`config.mk`:
```
export PLATFORM = sky130hd
export DESIGN_NAME = sync_regen
export DESIGN_NICKNAME = d
export VERILOG_FILES = /design/src/rtl/sync_regen_pkg.sv /design/src/rtl/sync_regen_regs.sv /design/src/rtl/sync_regen_timebase.sv /design/src/rtl/sync_regen_hs.sv /design/src/rtl/sync_regen_vs.sv /design/src/rtl/sync_regen.sv
export SDC_FILE = /design/constraint.sdc
export NUM_CORES = 1
export LEC_CHECK = 0
export BUFFER_PORTS_ARGS = -buffer_cell sky130_fd_sc_hd__buf_2
export CORE_MARGIN = 5
export CORE_UTILIZATION = 60
export CTS_CLUSTER_SIZE = 16
export DETAILED_ROUTE_END_ITERATION = 7
export PLACE_DENSITY = 0.81
export SLEW_MARGIN = 20
export SYNTH_ARGS = -nofsm -noshare
export SYNTH_HDL_FRONTEND = slang
export SYNTH_HIERARCHICAL = 1
export SYNTH_SLANG_ARGS = --single-unit
```
`constraint.sdc`:
```
create_clock -name clk -period 3.8 [get_ports clk]
set_clock_uncertainty 0.05 [all_clocks]
set_input_delay 0.38 -clock clk [delete_from_list [all_inputs] [get_ports clk]]
set_output_delay 0.38 -clock clk [all_outputs]
set_load 0.01 [all_outputs]
```
`src/rtl/sync_regen_pkg.sv`:
```
// Shared widths, register map and the configuration record of the sync generator.
// Assumes byte-wide register writes and an 11-bit pixel count per line.
package sync_regen_pkg;
    localparam int PIX_W  = 11;
    localparam int LINE_W = 10;
    localparam int ADDR_W = 4;
    localparam int DATA_W = 8;
    localparam int PHI_W  = PIX_W - DATA_W;
    localparam int LHI_W  = LINE_W - DATA_W;

    localparam logic [ADDR_W-1:0] A_HSB_LO = 4'd0;
    localparam logic [ADDR_W-1:0] A_HSB_HI = 4'd1;
    localparam logic [ADDR_W-1:0] A_HSE_LO = 4'd2;
    localparam logic [ADDR_W-1:0] A_HSE_HI = 4'd3;
    localparam logic [ADDR_W-1:0] A_LEN_LO = 4'd4;
    localparam logic [ADDR_W-1:0] A_LEN_HI = 4'd5;
    localparam logic [ADDR_W-1:0] A_VSB_LO = 4'd6;
    localparam logic [ADDR_W-1:0] A_VSB_HI = 4'd7;
    localparam logic [ADDR_W-1:0] A_VSE_LO = 4'd8;
    localparam logic [ADDR_W-1:0] A_VSE_HI = 4'd9;
    localparam logic [ADDR_W-1:0] A_MODE   = 4'd10;

    typedef struct packed {
        logic [PIX_W-1:0]  hsb;
        logic [PIX_W-1:0]  hse;
        logic [PIX_W-1:0]  line_len;
        logic [LINE_W-1:0] vs_bl;
        logic [LINE_W-1:0] vs_el;
        logic              manual_en;
        logic              ref_hsb;
        logic              rise_even_sol;
        logic              rise_odd_sol;
        logic              fall_even_sol;
        logic              fall_odd_sol;
    } cfg_t;
endpackage

```
`src/rtl/sync_regen_regs.sv`:
```
// Staging and active register copies.
// Writes land in staging; the active copy is reloaded only on the apply strobe
// (reference falling edge), so outputs never see a half-written setting.
module sync_regen_regs
    import sync_regen_pkg::*;
(
    input  logic              clk,
    input  logic              rst_n,
    input  logic              wr_en,
    input  logic [ADDR_W-1:0] wr_addr,
    input  logic [DATA_W-1:0] wr_data,
    input  logic              apply,
    output cfg_t              act_cfg
);
    cfg_t stg;

    // Byte writes into the staging copy.
    always_ff @(posedge clk) begin
        if (!rst_n) begin
            stg <= '0;
        end else if (wr_en) begin
            case (wr_addr)
                A_HSB_LO: stg.hsb[DATA_W-1:0]          <= wr_data;
                A_HSB_HI: stg.hsb[PIX_W-1:DATA_W]      <= wr_data[PHI_W-1:0];
                A_HSE_LO: stg.hse[DATA_W-1:0]          <= wr_data;
                A_HSE_HI: stg.hse[PIX_W-1:DATA_W]      <= wr_data[PHI_W-1:0];
                A_LEN_LO: stg.line_len[DATA_W-1:0]     <= wr_data;
                A_LEN_HI: stg.line_len[PIX_W-1:DATA_W] <= wr_data[PHI_W-1:0];
                A_VSB_LO: stg.vs_bl[DATA_W-1:0]        <= wr_data;
                A_VSB_HI: stg.vs_bl[LINE_W-1:DATA_W]   <= wr_data[LHI_W-1:0];
                A_VSE_LO: stg.vs_el[DATA_W-1:0]        <= wr_data;
                A_VSE_HI: stg.vs_el[LINE_W-1:DATA_W]   <= wr_data[LHI_W-1:0];
                A_MODE: begin
                    stg.manual_en     <= wr_data[0];
                    stg.ref_hsb       <= wr_data[1];
                    stg.rise_even_sol <= wr_data[2];
                    stg.rise_odd_sol  <= wr_data[3];
                    stg.fall_even_sol <= wr_data[4];
                    stg.fall_odd_sol  <= wr_data[5];
                end
                default: ;
            endcase
        end
    end

    // Transfer staging to active at the line boundary.
    always_ff @(posedge clk) begin
        if (!rst_n)     act_cfg <= '0;
        else if (apply) act_cfg <= stg;
    end
endmodule

```
`src/rtl/sync_regen_timebase.sv`:
```
// Reference edge detector and pixel counter.
// Assumes ref_hsync_n is synchronous to clk and idles high. Pixel 0 is the cycle
// after the edge that first samples it low; the count saturates at its maximum.
module sync_regen_timebase
    import sync_regen_pkg::*;
(
    input  logic              clk,
    input  logic              rst_n,
    input  logic              ref_hsync_n,
    input  logic              field_odd,
    input  logic [LINE_W-1:0] line_num,
    output logic              ref_fall,
    output logic [PIX_W-1:0]  pix_cnt,
    output logic              pix_valid,
    output logic [LINE_W-1:0] line_q,
    output logic              field_q
);
    logic ref_d;

    assign ref_fall = ref_d & ~ref_hsync_n;

    // Restart the count and capture line/field on each reference falling edge.
    always_ff @(posedge clk) begin
        if (!rst_n) begin
            ref_d     <= 1'b1;
            pix_cnt   <= '0;
            pix_valid <= 1'b0;
            line_q    <= '0;
            field_q   <= 1'b0;
        end else begin
            ref_d <= ref_hsync_n;
            if (ref_fall) begin
                pix_cnt   <= '0;
                pix_valid <= 1'b1;
                line_q    <= line_num;
                field_q   <= field_odd;
            end else if (pix_valid && (pix_cnt != '1)) begin
                pix_cnt <= pix_cnt + PIX_W'(1);
            end
        end
    end
endmodule

```
`src/rtl/sync_regen_hs.sv`:
```
// HS pulse former: set at the begin offset, clear at the end offset.
// The state simply holds between hits, which makes a pulse with end < begin
// wrap across the line boundary; when both hit together the clear wins.
module sync_regen_hs
    import sync_regen_pkg::*;
(
    input  logic             clk,
    input  logic             rst_n,
    input  logic [PIX_W-1:0] pix_cnt,
    input  logic             pix_valid,
    input  logic [PIX_W-1:0] hsb,
    input  logic [PIX_W-1:0] hse,
    output logic             hs_q
);
    logic begin_hit, end_hit;

    assign begin_hit = pix_valid && (pix_cnt == hsb);
    assign end_hit   = pix_valid && (pix_cnt == hse);

    // Set/clear register for the HS output.
    always_ff @(posedge clk) begin
        if (!rst_n)         hs_q <= 1'b0;
        else if (end_hit)   hs_q <= 1'b0;
        else if (begin_hit) hs_q <= 1'b1;
    end
endmodule

```
`src/rtl/sync_regen_vs.sv`:
```
// VS edge placer: rises on the begin line, falls on the end line, each at pixel 0
// (default mode) or at start-of-line / mid-line chosen per edge and per field.
// Assumes start-of-line plus half the line length fits inside the line.
module sync_regen_vs
    import sync_regen_pkg::*;
(
    input  logic              clk,
    input  logic              rst_n,
    input  logic [PIX_W-1:0]  pix_cnt,
    input  logic              pix_valid,
    input  logic [LINE_W-1:0] line_q,
    input  logic              field_q,
    input  cfg_t              cfg,
    output logic              vs_q
);
    logic [PIX_W-1:0] sol_pos, mid_pos, rise_pos, fall_pos;
    logic             rise_sol, fall_sol, rise_hit, fall_hit;

    // Pick the transition pixel for each edge from mode, field and reference.
    always_comb begin
        sol_pos  = cfg.ref_hsb ? cfg.hsb : cfg.hse;
        mid_pos  = sol_pos + (cfg.line_len >> 1);
        rise_sol = field_q ? cfg.rise_odd_sol : cfg.rise_even_sol;
        fall_sol = field_q ? cfg.fall_odd_sol : cfg.fall_even_sol;
        rise_pos = cfg.manual_en ? (rise_sol ? sol_pos : mid_pos) : '0;
        fall_pos = cfg.manual_en ? (fall_sol ? sol_pos : mid_pos) : '0;
        rise_hit = pix_valid && (line_q == cfg.vs_bl) && (pix_cnt == rise_pos);
        fall_hit = pix_valid && (line_q == cfg.vs_el) && (pix_cnt == fall_pos);
    end

    // Set/clear register for the VS output.
    always_ff @(posedge clk) begin
        if (!rst_n)        vs_q <= 1'b0;
        else if (fall_hit) vs_q <= 1'b0;
        else if (rise_hit) vs_q <= 1'b1;
    end
endmodule

```
`src/rtl/sync_regen.sv`:
```
// Top of the programmable sync output generator: registers, time base and the two
// output formers. Inputs are assumed synchronous to the pixel clock.
module sync_regen
    import sync_regen_pkg::*;
(
    input  logic              clk,
    input  logic              rst_n,
    input  logic              ref_hsync_n,
    input  logic              field_odd,
    input  logic [LINE_W-1:0] line_num,
    input  logic              wr_en,
    input  logic [ADDR_W-1:0] wr_addr,
    input  logic [DATA_W-1:0] wr_data,
    output logic              hs_out,
    output logic              vs_out
);
    cfg_t              act_cfg;
    logic              ref_fall;
    logic [PIX_W-1:0]  pix_cnt;
    logic              pix_valid;
    logic [LINE_W-1:0] line_q;
    logic              field_q;

    sync_regen_regs u_regs (
        .clk(clk), .rst_n(rst_n), .wr_en(wr_en), .wr_addr(wr_addr),
        .wr_data(wr_data), .apply(ref_fall), .act_cfg(act_cfg)
    );

    sync_regen_timebase u_tb (
        .clk(clk), .rst_n(rst_n), .ref_hsync_n(ref_hsync_n), .field_odd(field_odd),
        .line_num(line_num), .ref_fall(ref_fall), .pix_cnt(pix_cnt),
        .pix_valid(pix_valid), .line_q(line_q), .field_q(field_q)
    );

    sync_regen_hs u_hs (
        .clk(clk), .rst_n(rst_n), .pix_cnt(pix_cnt), .pix_valid(pix_valid),
        .hsb(act_cfg.hsb), .hse(act_cfg.hse), .hs_q(hs_out)
    );

    sync_regen_vs u_vs (
        .clk(clk), .rst_n(rst_n), .pix_cnt(pix_cnt), .pix_valid(pix_valid),
        .line_q(line_q), .field_q(field_q), .cfg(act_cfg), .vs_q(vs_out)
    );
endmodule

```
==> results.toml, run 1 <==
[outcome]
status = "completed"

[clock_tree]
cts_tree = "built"
hold_buffers = 0
clock_path_buffers = 2
cts_resized = 0
htree_levels = 4
clk_pin_slew_worst_paths_ps = 70
cts_setup_buffers = 0
tritoncts.num_buffers = 17
clock-sinks = 142
insertion_delay_ps = 420
cts-root-buf = "clkbuf_16"

[routing]
first_pass_iters = 5
drt_iter0_markers = 532
met1_length_um = 7780
routed.top_layer = "met4"
wl_met2_um = 8500
met3_length_um = 811
avgRoutedWirePerCell_um = 18.8
num_vias = 5592
drc = 0
viasPerCell = 5.96
drt_wl_total_um = 17700
antenna_left = 0

[timing]
fin_crit_sh_pct = 95.2
slew_viol_final = 0
rsz0062_at_grt = "false"
setup_ws_ps = 183
setup_viol = 0
layout_min_cycle_time_ps = 3620
tightest_slew_ps = 763
tns_ps = 0
hold_viol = 0
slew_headroom_pct = 49.1
fmax_ghz = 0.277

[place]
dp_hpwl_um = 12200
place.gp.congestion = 0.886
port_buffers = 28
dp_slack_ps = 252

[worst_setup_path]
worstSetupEndpoint = "u_vs/vs_q"
r2r_cells = 11
cp.arrival_ps = 3900
cp-end-kind = "flip-flop"
crit_start = "u_regs/act_cfg[4]"
required_ps = 4090
critPathKind = "flip-flop to flip-flop"
worstReg2RegEnd = "u_vs/vs_q"
path_max_fanout = 10
cp-start-kind = "flip-flop"
reg2reg_from = "u_regs/act_cfg[4]"
regToRegSetupSlack_ps = 180

[global_route]
antenna_found_initial = 0
grt_usage_pct = 24.9
grt_pass1_wl_um = 28300
grt_overflow = 0
grt_pass1_vias = 5633
grt_start_max_net_pins = 84

[yosys]
syn_area_um2 = 7210
ys_warn_count = 6
syn_area_per_cell_um2 = 9.50
synth_cells = 759
synth_nets = 798

[floorplan]
io_pins = 29
coreArea_um2 = 11900
rows = 40
dieArea_um2 = 14300
die_h_um = 120
dieWidth_um = 120
start_util_pct = 60.6

[cells_and_area]
ff_latch_area_um2 = 2840
syn2layout_area_growth_pct = 11.5
multi_input_area_um2 = 4110
nFillCells = 899
n_antenna_cell = 0
nets = 818
drive_gt1_share_pct = 12.8

[flow_run]
drv_cap = 0

[power_and_ir_drop]
power_uw = 3400
leakage_uw = 0.00330
power_density_nw_per_um2 = 422
ir_worst_vdd_mv = 0.341

[worst_hold_path]
hold_path_class = "input pin to flip-flop"
-- stage by stage --
step | hold slack [ps] | cell area, um2 | instances | util, %
floorplan | 384 | 7210 | 759 | -
global placement | 393 | 7450 | 907 | 62.5
detailed placement | 399 | 7450 | 907 | 62.5
CTS | 97.1 | 8040 | 939 | 67.5
global route | 102 | 8040 | 939 | 67.5
finish | 99.8 | 8040 | 939 | 67.5
-- flip-flops by register name, summed over array words and instances, names as in the netlist --
register and cells:
u_tb/field_q 1, u_tb/ref_d 1, u_tb/line_q 10, u_regs/stg 58, u_tb/pix_cnt 11, u_vs/vs_q 1, u_tb/pix_valid 1, u_regs/act_cfg 58
u_hs/hs_q 1
-- placed cells by master, fill, tap and decap left out, types with 4 or more instances in the layout --
| master | instances |
|---|---|
| inv_1 | 20 |
| nand2_1 | 104 |
| a21boi_0 | 4 |
| ha_1 | 11 |
| nor2b_1 | 59 |
| xor2_1 | 17 |
| nand4_1 | 14 |
| mux2i_1 | 130 |
| xnor2_1 | 39 |
| nand3_1 | 5 |
| nand2b_1 | 11 |
| inv_6 | 5 |
| a21oi_1 | 11 |
| clkbuf_16 | 17 |
| a31oi_1 | 6 |
| nor3_1 | 6 |
| o22ai_1 | 4 |
| dfxtp_1 | 142 |
| nor2_1 | 23 |
| and3_1 | 4 |
| a21boi_1 | 8 |
| buf_2 | 27 |
| o21a_1 | 5 |
| o21ai_0 | 11 |
| a22oi_1 | 5 |
| clkinvlp_4 | 4 |
| nor4_1 | 4 |
| buf_4 | 10 |
| mux2_2 | 7 |
-- worst min path at each step --
stage,from,to,slack [ps],cells after the start
5_1_grt,ref_hsync_n,u_tb/ref_d,100,2
3_3_place_gp,u_regs/stg[0],u_regs/stg[0],390,2
2_1_floorplan,u_regs/stg[0],u_regs/stg[0],380,2
6_report,ref_hsync_n,u_tb/ref_d,100,2
3_5_place_dp,u_regs/stg[20],u_regs/stg[20],400,2
4_1_cts,ref_hsync_n,u_tb/ref_d,100,2
-- per-layer routing --
metal,GRT usage (%),up-vias
li1,-,2689
met1,31.0,2688
met2,41.7,170
met3,4.76,45
met4,11.7,0
met5,0,-
-- final cells by class --
cell class                 count  area share (%)
timing repair buffer          38            2.86
tap                          147            2.29
clock buffer                  19            5.51
inverter                      21           0.996
clock inverter                13            1.91
multi-input combinational    559            51.1
sequential                   142            35.3
-- worst max-delay path, stage by stage (launching register included) --
cell,delay (ps)
dfxtp_1,380
buf_4,220
mux2_2,390
ha_1,470
o21ai_1,150
o21bai_1,290
nand2_2,140
a32o_1,280
or4_4,540
o31ai_2,290
a31oi_1,140
a211oi_2,210
-- power breakdown --
| group | switching (uW) | internal [uW] | total, uW | leakage (uW) |
|---|---|---|---|---|
| registers | 22.4 | 1510 | 1530 | 0.00115 |
| logic | 113 | 86.3 | 200 | 0.00187 |
| clock network | 666 | 999 | 1660 | 0.000280 |
Power figures use the tool's default switching activity.
==> run 2: changes to the inputs <==
==> constraint.sdc (replaced) <==
create_clock -name clk -period 3.8 [get_ports clk]
set_clock_uncertainty 0.05 [all_clocks]
set_input_delay 0.76 -clock clk [delete_from_list [all_inputs] [get_ports clk]]
set_output_delay 0.76 -clock clk [all_outputs]
set_load 0.01 [all_outputs]
==> run 2 against run 1 <==
  * Core utilization decreased by 0.24 points
  * Final cell count decreased by 0.32%
  * Sequential share of layout area increased by 0.14 points
  * Worst setup slack improved by 110 ps
  * Critical path depth increased by 1
  * Highest routed layer unchanged
==> results.toml, run 2 (synthesis results as in run 1) <==
[cells_and_area]
n_antenna_cell = 0
nets = 815
drive_gt1_share_pct = 12.2
syn2layout_area_growth_pct = 11.1
fin_cells = 936
reg_top3 = "u_regs/act_cfg: 58 flops, u_regs/stg: 58 flops, u_tb/pix_cnt: 11 flops"
layout_commonest_cell = "dfxtp_1"
final_cell_mix = "dfxtp_1, mux2i_1, nand2_1"

[clock_tree]
clock_path_buffers = 2
clock-sinks = 142
htree_levels = 4
clk_pin_slew_worst_paths_ps = 60
cts-root-buf = "clkbuf_16"
cts_tree = "built"
hold_buffers = 0
insertion_delay_ps = 410
tritoncts.num_buffers = 17

[routing]
routed.top_layer = "met4"
drt_wl_total_um = 17500
drc = 0
met3_length_um = 789
viasPerCell = 6.01
first_pass_iters = 5
met1_length_um = 7630
wl_met2_um = 8450
avgRoutedWirePerCell_um = 18.7
antenna_left = 0
num_vias = 5626
drt_iter0_markers = 516

[power_and_ir_drop]
p_int_uw = 2660
ir_worst_vdd_mv = 0.342
power_density_nw_per_um2 = 424
p_comb_share_pct = 5.7
power_uw = 3400
swShare_pct = 21.7
p_switching_uw = 738
leakage_uw = 0.00328
clkPwrFrac_pct = 49.2
power_frac_seq_pct = 45.1

[floorplan]
start_util_pct = 60.6
rows = 40
coreArea_um2 = 11900
die_h_um = 120
dieWidth_um = 120
io_pins = 29
dieArea_um2 = 14300

[place]
dp_slack_ps = 217
place.gp.congestion = 0.914
place_inst = 904
dp_hpwl_um = 12100
port_buffers = 28

[timing]
slew_viol_final = 0
tightest_slew_ps = 717
hold_viol = 0
fmax_ghz = 0.285
fin_crit_sh_pct = 92.2
rsz0062_at_grt = "false"
setup_ws_ps = 295
setup_viol = 0
tns_ps = 0
slew_headroom_pct = 52.2
layout_min_cycle_time_ps = 3500

[global_route]
grt_pass1_vias = 5541
antenna_found_initial = 0
grt_pass1_wl_um = 28200
grt_overflow = 0
grt_start_max_net_pins = 63
grt_usage_pct = 24.6

[worst_setup_path]
r2r_cells = 12
cp-start-kind = "flip-flop"
cp.arrival_ps = 3780
cp-end-kind = "flip-flop"
critPathKind = "flip-flop to flip-flop"
regToRegSetupSlack_ps = 300
worstReg2RegEnd = "u_vs/vs_q"
reg2reg_from = "u_regs/act_cfg[4]"
required_ps = 4080
path_max_fanout = 8

[flow_run]
drv_cap = 0

[worst_hold_path]
min_path_cells = 2
hold_path_end = "u_regs/stg[15]"
min-delay-start = "u_regs/stg[15]"
hold_path_class = "flip-flop to flip-flop"

[outcome]
status = "completed"
-- run 2: changes by cell type in the layout (fill, tap and decap cells not counted), sizes merged --
cell | before | now
clkbuf | 19 | 23
bufinv | 2 | 3
buf | 38 | 35
inv | 26 | 21
-- run 2: what timing repair did --
| action | in CTS | in global routing |
|---|---|---|
| gates resized for setup | 0 | 1 |
| setup buffers | 0 | 0 |
| endpoints found under the setup margin | 0 | 1 |
-- run 2: critical path: stages (launching register included) --
cell,delay [ps]
dfxtp_2,440
buf_4,200
mux2i_1,310
inv_1,80
ha_1,360
o21ai_0,140
o21ai_1,270
nand2_2,130
a32o_1,280
or4_4,540
o31ai_2,270
a31oi_1,130
a211oi_2,210
-- run 2: per-stage QoR --
stage          hold slack, ps  instance area [um2]  utilization [%]
2_1_floorplan             384                 7210                -
3_3_place_gp              393                 7410             62.2
3_5_place_dp              401                 7410             62.2
4_1_cts                   409                 8010             67.3
5_1_grt                   423                 8010             67.3
6_report                  409                 8010             67.3
-- run 2: worst max-delay path by stage --
stage | from | to | slack [ps] | cells past startpoint
2_1_floorplan | u_regs/act_cfg[4] | u_vs/vs_q | 550 | 11
3_3_place_gp | u_regs/act_cfg[4] | u_vs/vs_q | 390 | 12
3_5_place_dp | u_regs/act_cfg[4] | u_vs/vs_q | 220 | 12
4_1_cts | u_regs/act_cfg[4] | u_vs/vs_q | 210 | 12
5_1_grt | u_regs/act_cfg[4] | u_vs/vs_q | 130 | 12
6_report | u_regs/act_cfg[4] | u_vs/vs_q | 300 | 12
-- run 2: power groups by stage --
stage	clock, uW	sequential [uW]	combinational [uW]
finish	1670	1530	194
global route	1770	1540	209
CTS	1690	1530	193
detailed placement	0	1570	190
global placement	0	1560	185
floorplan	0	1560	142
-- run 2: layer usage --
metal  track usage, %  vias to the layer above
met2             40.3                      164
li1                 -                     2683
met5                0                        -
met3             5.09                       46
met1             31.4                     2733
met4             11.1                        0
-- run 2: final cells by class --
cell class | count | area, um2
repair buffers | 35 | 195
flip-flops and latches | 142 | 2840
multi-input cells | 559 | 4110
fillers | 926 | 3900
well taps | 147 | 184
clock buffers | 23 | 468
inverters | 21 | 80.1
clock inverters | 9 | 134
